[config.mk]
export PLATFORM = sky130hd
export DESIGN_NAME = auto_offset_loop
export DESIGN_NICKNAME = d
export VERILOG_FILES = /design/src/rtl/aol_pkg.sv /design/src/rtl/aol_cadence.sv /design/src/rtl/aol_step.sv /design/src/rtl/aol_vote.sv /design/src/rtl/auto_offset_loop.sv
export SDC_FILE = /design/constraint.sdc
export NUM_CORES = 1
export LEC_CHECK = 0
export ABC_AREA = 1
export BUFFER_PORTS_ARGS = -buffer_cell sky130_fd_sc_hd__buf_2
export CAP_MARGIN = 20
export CORE_MARGIN = 3
export CORE_UTILIZATION = 35
export CTS_CLUSTER_DIAMETER = 150
export DETAILED_ROUTE_END_ITERATION = 8
export SLEW_MARGIN = 25
export SYNTH_ARGS = -nofsm -noshare
export SYNTH_HDL_FRONTEND = slang
export SYNTH_SLANG_ARGS = --single-unit
export TNS_END_PERCENT = 1
[constraint.sdc]
create_clock -name clk -period 23.7 [get_ports clk]
set_input_delay 3.555 -clock clk [delete_from_list [all_inputs] [get_ports clk]]
set_output_delay 3.555 -clock clk [all_outputs]
set_load 0.01 [all_outputs]
[src/rtl/aol_pkg.sv]
package aol_pkg;

   localparam int SLEW_W = 8;

   typedef enum logic [1:0] {
      DIR_NONE = 2'd0,
      DIR_UP   = 2'd1,
      DIR_DN   = 2'd2
   } dir_t;

   typedef enum logic [1:0] {
      CAD_EACH  = 2'd0,
      CAD_SHORT = 2'd1,
      CAD_LONG  = 2'd2,
      CAD_FRAME = 2'd3
   } cadence_t;

   typedef struct packed {
      cadence_t            mode;
      logic [1:0]          shift;
      logic                jump;
      logic                post;
      logic                toggle;
      logic [SLEW_W-1:0]   slew;
   } tune_t;

   localparam tune_t TUNE_RESET = '{
      mode:   CAD_LONG,
      shift:  2'd1,
      jump:   1'b1,
      post:   1'b1,
      toggle: 1'b0,
      slew:   SLEW_W'(8)
   };

endpackage

[src/rtl/aol_cadence.sv]
module aol_cadence
   import aol_pkg::*;
#(
   parameter int SHORT_N = 16,
   parameter int LONG_N  = 64
) (
   input  logic     clk,
   input  logic     rst_n,
   input  logic     clamp_done,
   input  logic     vsync,
   input  logic     restart,
   input  cadence_t mode,
   output logic     tick
);

   localparam int CNT_W = $clog2(LONG_N);
   localparam logic [CNT_W-1:0] SHORT_LIM = CNT_W'(SHORT_N - 1);
   localparam logic [CNT_W-1:0] LONG_LIM  = CNT_W'(LONG_N - 1);

   generate
      if (SHORT_N < 2 || LONG_N < SHORT_N) begin : g_bad_counts
         $error("aol_cadence: need 2 <= SHORT_N <= LONG_N");
      end
   endgenerate

   logic [CNT_W-1:0] clamp_cnt;
   logic [CNT_W-1:0] cnt_lim;
   logic             counted;

   always_comb begin
      cnt_lim = (mode == CAD_SHORT) ? SHORT_LIM : LONG_LIM;
      counted = (mode == CAD_SHORT) || (mode == CAD_LONG);
   end

   always_ff @(posedge clk) begin
      if (!rst_n) begin
         clamp_cnt <= '0;
         tick      <= 1'b0;
      end else begin
         tick <= 1'b0;
         if (restart) begin
            clamp_cnt <= '0;
         end else begin
            if (clamp_done && counted) begin
               if (clamp_cnt >= cnt_lim) begin
                  clamp_cnt <= '0;
                  tick      <= 1'b1;
               end else begin
                  clamp_cnt <= clamp_cnt + 1'b1;
               end
            end
            if (clamp_done && mode == CAD_EACH) tick <= 1'b1;
            if (vsync && mode == CAD_FRAME)     tick <= 1'b1;
         end
      end
   end

   assert_tick_source_R3: assert property (@(posedge clk) disable iff (!rst_n)
      tick |-> $past(clamp_done || vsync));

   assert_each_clamp_R3: assert property (@(posedge clk) disable iff (!rst_n)
      (clamp_done && !restart && mode == CAD_EACH) |=> tick);

endmodule

[src/rtl/aol_step.sv]
module aol_step
   import aol_pkg::*;
#(
   parameter int CODE_W   = 8,
   parameter int OFS_W    = 9,
   parameter int JUMP_THR = 15
) (
   input  logic [CODE_W-1:0]       code,
   input  logic [CODE_W-1:0]       target,
   input  logic [1:0]              shift,
   input  logic                    jump,
   input  logic [SLEW_W-1:0]       slew,
   input  logic signed [OFS_W-1:0] ofs_cur,
   output dir_t                    dir,
   output logic signed [OFS_W-1:0] ofs_next
);

   localparam int E_W = CODE_W + 1;
   localparam int M_W = (E_W > SLEW_W) ? E_W : SLEW_W;
   localparam int S_W = ((OFS_W > M_W) ? OFS_W : M_W) + 2;
   localparam logic signed [S_W-1:0] MAX_S = S_W'((2 ** (OFS_W - 1)) - 1);
   localparam logic signed [S_W-1:0] MIN_S = -MAX_S - S_W'(1);

   generate
      if (JUMP_THR < 1 || JUMP_THR >= 2 ** CODE_W) begin : g_bad_thr
         $error("aol_step: JUMP_THR out of code range");
      end
      if (OFS_W <= CODE_W) begin : g_bad_ofs
         $error("aol_step: offset must be wider than the code");
      end
   endgenerate

   logic signed [E_W-1:0]   err;
   logic                    err_neg;
   logic [E_W-1:0]          mag;
   logic [M_W-1:0]          step_raw;
   logic [M_W-1:0]          step_lim;
   logic signed [S_W-1:0]   cur_x;
   logic signed [S_W-1:0]   delta_x;
   logic signed [S_W-1:0]   sum_x;

   always_comb begin
      err      = $signed({1'b0, target}) - $signed({1'b0, code});
      err_neg  = err[E_W-1];
      mag      = err_neg ? E_W'(-err) : E_W'(err);
      if (jump && (mag > E_W'(JUMP_THR)))
         step_raw = M_W'(mag);
      else
         step_raw = M_W'(mag >> shift);
      step_lim = (step_raw > M_W'(slew)) ? M_W'(slew) : step_raw;

      cur_x   = {{(S_W - OFS_W){ofs_cur[OFS_W-1]}}, ofs_cur};
      delta_x = $signed({{(S_W - M_W){1'b0}}, step_lim});
      sum_x   = err_neg ? (cur_x - delta_x) : (cur_x + delta_x);

      if (sum_x > MAX_S)      ofs_next = MAX_S[OFS_W-1:0];
      else if (sum_x < MIN_S) ofs_next = MIN_S[OFS_W-1:0];
      else                    ofs_next = sum_x[OFS_W-1:0];

      if (step_lim == '0) dir = DIR_NONE;
      else if (err_neg)   dir = DIR_DN;
      else                dir = DIR_UP;
   end

endmodule

[src/rtl/aol_vote.sv]
module aol_vote
   import aol_pkg::*;
#(
   parameter int VOTES = 6,
   parameter int OFS_W = 9
) (
   input  logic                    clk,
   input  logic                    rst_n,
   input  logic                    tick,
   input  logic                    active,
   input  logic                    clear,
   input  logic                    post_en,
   input  logic                    toggle_en,
   input  dir_t                    dir,
   input  logic signed [OFS_W-1:0] ofs_cur,
   input  logic signed [OFS_W-1:0] ofs_next,
   output logic                    apply,
   output logic                    held
);

   generate
      if (VOTES < 1) begin : g_bad_votes
         $error("aol_vote: VOTES must be at least 1");
      end
   endgenerate

   logic eval;
   logic post_ok;

   assign eval = tick && active && !held;

   generate
      if (VOTES > 1) begin : g_post
         localparam int CW = $clog2(VOTES);
         logic [CW-1:0] vote_cnt;
         dir_t          last_vdir;
         logic          full;

         assign full    = (dir != DIR_NONE) && (dir == last_vdir) &&
                          (vote_cnt == CW'(VOTES - 1));
         assign post_ok = full;

         always_ff @(posedge clk) begin
            if (!rst_n || clear) begin
               vote_cnt  <= '0;
               last_vdir <= DIR_NONE;
            end else if (eval) begin
               last_vdir <= dir;
               if (dir == DIR_NONE || full)  vote_cnt <= '0;
               else if (dir == last_vdir)    vote_cnt <= vote_cnt + 1'b1;
               else                          vote_cnt <= CW'(1);
            end
         end

         assert_six_votes_R6: assert property (@(posedge clk) disable iff (!rst_n)
            (post_en && apply) |-> (vote_cnt == CW'(VOTES - 1)));
      end else begin : g_no_post
         assign post_ok = (dir != DIR_NONE);
      end
   endgenerate

   assign apply = eval && (post_en ? post_ok : (dir != DIR_NONE));

   logic signed [OFS_W-1:0] prev_ofs;
   dir_t                    last_adir;
   dir_t                    last_edir;
   logic                    flips;

   always_ff @(posedge clk) begin
      if (!rst_n) begin
         prev_ofs  <= '0;
         last_adir <= DIR_NONE;
         last_edir <= DIR_NONE;
         flips     <= 1'b0;
         held      <= 1'b0;
      end else if (clear || !toggle_en) begin
         last_adir <= DIR_NONE;
         last_edir <= DIR_NONE;
         flips     <= 1'b0;
         held      <= 1'b0;
      end else begin
         if (tick && active && dir != DIR_NONE) begin
            last_edir <= dir;
            if (held && last_edir != DIR_NONE && dir != last_edir) begin
               if (flips) begin
                  held      <= 1'b0;
                  flips     <= 1'b0;
                  last_adir <= DIR_NONE;
               end else begin
                  flips <= 1'b1;
               end
            end
         end
         if (apply) begin
            prev_ofs  <= ofs_cur;
            last_adir <= dir;
            if (last_adir != DIR_NONE && dir != last_adir && ofs_next == prev_ofs) begin
               held  <= 1'b1;
               flips <= 1'b0;
            end
         end
      end
   end

endmodule

[src/rtl/auto_offset_loop.sv]
module auto_offset_loop
   import aol_pkg::*;
#(
   parameter int CODE_W   = 8,
   parameter int OFS_W    = 9,
   parameter int SHORT_N  = 16,
   parameter int LONG_N   = 64,
   parameter int VOTES    = 6,
   parameter int JUMP_THR = 15
) (
   input  logic                    clk,
   input  logic                    rst_n,
   input  logic                    clamp_done,
   input  logic                    vsync,
   input  logic [CODE_W-1:0]       sample_code,
   input  logic [CODE_W-1:0]       target_code,
   input  logic                    auto_en,
   input  logic                    hold,
   input  logic signed [OFS_W-1:0] manual_offset,
   input  logic                    cfg_wr,
   input  logic [1:0]              cfg_mode,
   input  logic [1:0]              cfg_shift,
   input  logic                    cfg_jump,
   input  logic                    cfg_post,
   input  logic                    cfg_toggle,
   input  logic [SLEW_W-1:0]       cfg_slew,
   output logic signed [OFS_W-1:0] offset_out
);

   tune_t                   tune_q;
   logic [CODE_W-1:0]       code_q;
   logic signed [OFS_W-1:0] loop_q;
   logic                    upd_tick;
   logic                    active;
   logic                    clear;
   dir_t                    step_dir;
   logic signed [OFS_W-1:0] step_next;
   logic                    do_apply;
   logic                    tog_held;

   always_ff @(posedge clk) begin
      if (!rst_n) begin
         tune_q <= TUNE_RESET;
      end else if (cfg_wr) begin
         tune_q <= '{mode: cadence_t'(cfg_mode), shift: cfg_shift, jump: cfg_jump,
                     post: cfg_post, toggle: cfg_toggle, slew: cfg_slew};
      end
   end

   always_ff @(posedge clk) begin
      if (!rst_n)          code_q <= '0;
      else if (clamp_done) code_q <= sample_code;
   end

   aol_cadence #(.SHORT_N(SHORT_N), .LONG_N(LONG_N)) i_cadence (
      .clk        (clk),
      .rst_n      (rst_n),
      .clamp_done (clamp_done),
      .vsync      (vsync),
      .restart    (cfg_wr),
      .mode       (tune_q.mode),
      .tick       (upd_tick)
   );

   aol_step #(.CODE_W(CODE_W), .OFS_W(OFS_W), .JUMP_THR(JUMP_THR)) i_step (
      .code     (code_q),
      .target   (target_code),
      .shift    (tune_q.shift),
      .jump     (tune_q.jump),
      .slew     (tune_q.slew),
      .ofs_cur  (loop_q),
      .dir      (step_dir),
      .ofs_next (step_next)
   );

   assign active = auto_en && !hold;
   assign clear  = cfg_wr || !auto_en;

   aol_vote #(.VOTES(VOTES), .OFS_W(OFS_W)) i_vote (
      .clk       (clk),
      .rst_n     (rst_n),
      .tick      (upd_tick),
      .active    (active),
      .clear     (clear),
      .post_en   (tune_q.post),
      .toggle_en (tune_q.toggle),
      .dir       (step_dir),
      .ofs_cur   (loop_q),
      .ofs_next  (step_next),
      .apply     (do_apply),
      .held      (tog_held)
   );

   always_ff @(posedge clk) begin
      if (!rst_n)        loop_q <= '0;
      else if (!auto_en) loop_q <= manual_offset;
      else if (do_apply) loop_q <= step_next;
   end

   assign offset_out = auto_en ? loop_q : manual_offset;

   logic signed [OFS_W-1:0] chk_prev;
   logic signed [OFS_W:0]   chk_step;
   logic [OFS_W:0]          chk_abs;

   always_ff @(posedge clk) begin
      if (!rst_n) chk_prev <= '0;
      else        chk_prev <= loop_q;
   end

   always_comb begin
      chk_step = {loop_q[OFS_W-1], loop_q} - {chk_prev[OFS_W-1], chk_prev};
      chk_abs  = chk_step[OFS_W] ? (OFS_W + 1)'(-chk_step) : (OFS_W + 1)'(chk_step);
   end

   assert_slew_bound_R8: assert property (@(posedge clk) disable iff (!rst_n)
      ($past(auto_en) && auto_en) |-> (chk_abs <= (OFS_W + 1)'($past(tune_q.slew))));

   assert_hold_freeze_R2: assert property (@(posedge clk) disable iff (!rst_n)
      ($past(auto_en) && $past(hold) && auto_en) |-> $stable(offset_out));

   assert_toggle_lock_R7: assert property (@(posedge clk) disable iff (!rst_n)
      ($past(auto_en) && $past(tog_held) && auto_en) |-> $stable(offset_out));

endmodule

==> impl_metrics.ini, run 1 <==
[grt]
grt_pass1_wl_um = 20000
antenna_found_initial = 1
grt_overflow_total = 0
grt_pass1_vias = 4210
grt_max_degree = 32
grt_usage_pct = 16.7

[power]
p_leak_nw = 2.64
vdd_drop_max_v = 0.0000480
switching_power_uw = 207
cellPowerDensity_mw_per_mm2 = 88.1
pwr-share-clk_pct = 25.0
comb_power_share_pct = 52.7
p_int_uw = 272
switching_share_pct = 43.2
p_seq_share_pct = 22.3

[clock_tree]
cts_hold_buf = 0
clock-sinks = 59
cts_tree = done
cts-root-buf = clkbuf_16
clk_latency_ns = 0.33
clock_path_buffers = 2
h-tree-depth = 3
post_cts_buffers = 0
numCtsBuffers = 9
ctsResizeCount = 0
cts.clk_slew.worst_paths_ns = 0.05

[logic_synthesis]
yosysWarnings = 0
synth_ff_type = dfxtp_1
synth_enable_flop_cells = 0
postSynth.asyncResetShare_pct = 0
synthDistinctLibCells = 46
syn-cell-area_mm2 = 0.00477
ys_seq_elements = 59
synth_nets = 826
ys_seq_area_share_pct = 24.8
synthCells = 740
syn_avg_cell_area_um2 = 6.44

[placement]
gp_congestion = 0.827
dp_cells = 951
dp_hpwl_um = 9320
portBuffers = 55

[worst_hold_path]
min_path_type = flop to flop

[drt]
drc = 0
first_pass_iters = 4
vias_per_cell = 4.74
antenna_left = 0
vias = 4578
wl_um = 11900
drt_first_iter_violations = 236
avgRoutedWirePerCell_um = 12.3

[run_status]
outcome = complete, no violations

[layout]
diodes = 0
final_cell_count_no_fill = 965
nNetsFinal = 872
post_route_cells_drive_above_1_share_pct = 14.8
syn2layout_area_growth_pct = 13.9

[setup_path]
crit_slowest_cell = a21oi_4
reg2reg_depth = 52
start_kind = input pin
cp-end-kind = flop
crit_path_end = i_vote.held
path_class = input pin to flop
cp-startpoint = target_code[0]
critPathMostFrequentCell = nand2_1
critPathMaxStageDelay_ns = 0.49
reg2reg_from = code_q[0]
arrival_ns = 11.43
reg2reg_setup_slack_ns = 15.51
reg2reg_to = i_vote.held
cp.required_ns = 23.97
crit_fanout = 21

[timing]
maxSlewViolCount = 0
rsz0062_at_grt = no
period_minus_slack_ns = 11.15
setup_viol_count_final = 0
fin_crit_sh_pct = 47.1
worst_slew_pin_slew_ns = 0.687
slew-limit-headroom_pct = 54.2
tns_ns = 0
hold_violations = 0
clock_skew_ns = 0.00816
fmax_ghz = 0.0896

[die]
dieArea_mm2 = 0.0151
boundaryPins = 56
initial_utilization_pct = 35.9
die_w_um = 123
core_mm2 = 0.0133
die_y_um = 123
num_rows = 42

[run]
cap_viol_max_count = 0
-- layout make-up --
type / count / area (um^2)
Fill cell: 1459 / 7860
Multi-Input combinational cell: 551 / 3070
Clock buffer: 12 / 256
Sequential cell: 59 / 1180
Clock inverter: 2 / 12.5
Timing Repair Buffer: 55 / 275
Inverter: 110 / 414
Tap cell: 176 / 220
-- sequential cells by signal (all words and copies together) (netlist names), 3 cells and up --
name                    cells
tune_q                     15
i_vote.prev_ofs             9
loop_q                      9
code_q                      8
i_cadence.clamp_cnt         6
i_vote.g_post.vote_cnt      3
-- cells in the mapped netlist (2+ instances only) --
library cell    n  area, um^2
nand2_2        15        93.8
a21oi_4         2        32.5
inv_2           6        22.5
nor2_1         41         154
o21bai_1        2        15.0
fa_1            2        40.0
buf_2           2        10.0
dfxtp_1        59        1180
clkbuf_1       15        56.3
a31oi_1         8        50.1
o21ai_0        53         265
inv_1         101         379
nand2_4         2        22.5
nor3_1          5        25.0
a21oi_1        59         295
ha_1           37         463
and2_1          4        25.0
nor4_1          2        12.5
o21ai_1         5        25.0
buf_6           3        33.8
xor2_1         14         123
nand2_1       200         751
nand3_1        48         240
clkinv_1        2        7.51
nand3_2        10         100
or2_2           4        25.0
nand4_1         5        31.3
xnor2_1        11        96.3
nor2_2          5        31.3
o211ai_1        2        15.0
-- kinds of logic after synthesis --
| logic type | count (synthesis) | synth area share [%] |
|---|---|---|
| xor+xnor | 25 | 4.59 |
| flops | 59 | 24.8 |
| buf+inv | 130 | 10.8 |
| other cells | 1 | 0.0787 |
| fa+ha+maj | 39 | 10.6 |
| simple gates | 348 | 33.4 |
| compound gates | 138 | 15.8 |
-- layout by cell type, fill, tap and decap left out, types with 2 or more instances in the layout --
cell	count
nand3_1	48
o21ai_1	5
and2_1	4
inv_2	6
nand3_2	10
clkinv_1	2
inv_1	101
clkbuf_16	9
dfxtp_1	59
nor4_1	2
o21ai_0	53
buf_2	55
clkinv_2	2
fa_1	2
a21oi_4	2
o211ai_1	2
nand2_2	15
nand2_4	2
nor2_2	5
clkbuf_8	2
or2_2	4
nand4_1	5
nand2_1	200
ha_1	37
xor2_1	14
xnor2_1	11
nor2_1	41
nor3_1	5
o21bai_1	2
a31oi_1	8
a21oi_1	59
-- layer usage --
metal  part of all wire [%]  GRT usage (%)
met5                   0.11              0
met3                    4.5           3.18
met1                     51           24.1
met4                    1.6           5.32
met2                     42           25.0
-- per-stage QoR --
step | total power, mW | cell area, um^2 | util [%] | setup WS [ns] | hold slack (ns)
after floorplan | 0.317 | 4770 | - | 13.36 | 0.429
after global placement | 0.360 | 5160 | 38.8 | 12.49 | 0.453
after detailed placement | 0.359 | 5160 | 38.8 | 12.27 | 0.458
after CTS | 0.483 | 5430 | 40.9 | 12.58 | 0.464
after global routing | 0.530 | 5430 | 40.9 | 11.59 | 0.478
final | 0.479 | 5430 | 40.9 | 12.55 | 0.458
-- critical path: cells and delay by family --
family	cells	cell delay [ns]
and+or+nand+nor	28	3.11
buffers and inverters	7	0.54
AOI/OAI and AO/OA	13	2.44
adders and majority gates	5	1.54
xor gates and xnor gates	1	0.20
-- power by group through the flow --
| stage | combinational [mW] | clock, mW | sequential, mW |
|---|---|---|---|
| finish | 0.252 | 0.120 | 0.107 |
| CTS | 0.253 | 0.123 | 0.107 |
| global route | 0.295 | 0.128 | 0.107 |
| global placement | 0.251 | 0 | 0.109 |
| detailed placement | 0.251 | 0 | 0.109 |
| floorplan | 0.211 | 0 | 0.107 |
-- worst min path at each step --
stage	depth (start not counted)	startpoint	endpoint
floorplan	2	tune_q[9]	tune_q[9]
global placement	2	code_q[4]	code_q[4]
detailed placement	2	code_q[6]	code_q[6]
CTS	2	code_q[7]	code_q[7]
global route	2	code_q[3]	code_q[3]
finish	2	code_q[7]	code_q[7]
Power figures use the tool's default switching activity.
==> inputs of run 2 (changes only) <==
Clock period 23.7 ns to 9.9 ns, I/O delays scaled along.
==> impl_metrics.ini, run 2 (synthesized netlist as in run 1, its figures left out) <==
[run_status]
outcome = complete, no violations

[setup_path]
critPathMostFrequentCell = nand2_1
reg2reg_setup_slack_ns = 1.86
path_class = input pin to flop
critPathMaxStageDelay_ns = 0.42
crit_fanout = 11
start_kind = input pin
reg2reg_depth = 52
crit_family = simple AND/OR/NAND/NOR gates
arrival_ns = 9.20
cp.required_ns = 10.18
critPathBufInv = 9
crit_slowest_cell = fa_1
crit_cells = 55
cp-end-kind = flop

[die]
die_w_um = 123
num_rows = 42
core_mm2 = 0.0133
boundaryPins = 56
dieArea_mm2 = 0.0151
die_y_um = 123
initial_utilization_pct = 35.9

[worst_hold_path]
min_path_type = flop to flop
min_delay_path_depth = 2

[placement]
gp_congestion = 0.825
portBuffers = 55
dp_hpwl_um = 9450
pre_cts_slack_ns = 0.568

[grt]
grt_pass1_wl_um = 20100
grt_usage_pct = 16.8
grt_overflow_total = 0
grt_max_degree = 32
antenna_found_initial = 0
grt_pass1_vias = 4185

[clock_tree]
clk_latency_ns = 0.33
cts.clk_slew.worst_paths_ns = 0.05
cts_tree = done
cts-root-buf = clkbuf_16
numCtsBuffers = 9
ctsResizeCount = 0
post_cts_buffers = 0
h-tree-depth = 3
cts_hold_buf = 0
clock-sinks = 59
clock_path_buffers = 2

[timing]
rsz0062_at_grt = no
setup_viol_count_final = 0
period_minus_slack_ns = 8.92
fin_crit_sh_pct = 90.2
tns_ns = 0
hold_violations = 0
maxSlewViolCount = 0
worst_slew_pin_slew_ns = 0.685
slew-limit-headroom_pct = 54.2
setup_slack_ns = 0.975
fmax_ghz = 0.112
clock_skew_ns = 0.00530

[power]
p_leak_nw = 2.64
cellPowerDensity_mw_per_mm2 = 210
vdd_drop_max_v = 0.0000929

[layout]
final_cell_mix = nand2_1 (200), inv_1 (101), a21oi_1 (59), dfxtp_1 (59), buf_2 (55)
reg_top3 = tune_q x15, i_vote.prev_ofs x9, loop_q x9
diodes = 0
post_route_cells_drive_above_1_share_pct = 14.9
syn2layout_area_growth_pct = 14.1
layout_commonest_cell = nand2_1
nNetsFinal = 874
max_flop_register = tune_q
nFillCells = 1404
largest_register_ffs = 15
post-route-util_pct = 40.9

[run]
cap_viol_max_count = 0

[drt]
vias = 4622
first_pass_iters = 6
antenna_left = 0
drc = 0
wl_um = 12300
avgRoutedWirePerCell_um = 12.7
vias_per_cell = 4.77
drt_first_iter_violations = 298
-- run 2: cell types whose count changed in the layout (fill, tap and decap cells not counted), sizes merged --
cell / delta
buf: +1
clkbuf: +1
a21oi: +1
-- run 2: layout make-up --
type	count	area, um^2	area share, %
Clock buffer	13	250	4.60
Clock inverter	2	12.5	0.230
Inverter	110	414	7.61
Multi-Input combinational cell	552	3080	56.6
Sequential cell	59	1180	21.7
Tap cell	176	220	4.05
Timing Repair Buffer	56	283	5.20
-- run 2: path summary, 6_finish.rpt --
check | from | endpoint
max reg2reg | code_q[0] | i_vote.held
min reg2reg | code_q[7] | code_q[7]
min | code_q[7] | code_q[7]
max | target_code[0] | i_vote.held
-- run 2: worst register-to-register path: cells and delay by family, from the launching register on --
family | cells | cell delay [ns]
AO/OA/AOI/OAI | 13 | 2.28
AND/OR/NAND/NOR | 28 | 3.15
buffers and inverters | 5 | 0.41
flip-flops | 1 | 0.38
XOR/XNOR | 1 | 0.20
adder cells (fa/ha/maj) | 5 | 1.58
-- run 2: layer usage --
metal	GRT usage [%]	vias to the layer above	wire (um)
li1	-	2488	-
met1	24.0	2020	6240
met2	25.4	100	5280
met3	3.69	14	619
met4	4.62	0	136
met5	0	-	0
-- run 2: per-stage QoR --
stage / std cells / hold WS, ns / total power [mW] / instance area (um^2)
floorplan: 740 / 0.429 / 0.760 / 4770
global placement: 952 / 0.453 / 0.862 / 5170
detailed placement: 952 / 0.459 / 0.863 / 5170
CTS: 967 / 0.463 / 1.15 / 5430
global route: 968 / 0.479 / 1.26 / 5440
finish: 968 / 0.458 / 1.14 / 5440
-- run 2: power by group --
group          internal [mW]  switching (mW)
sequential             0.247         0.00864
combinational          0.225           0.381
clock                  0.174           0.109
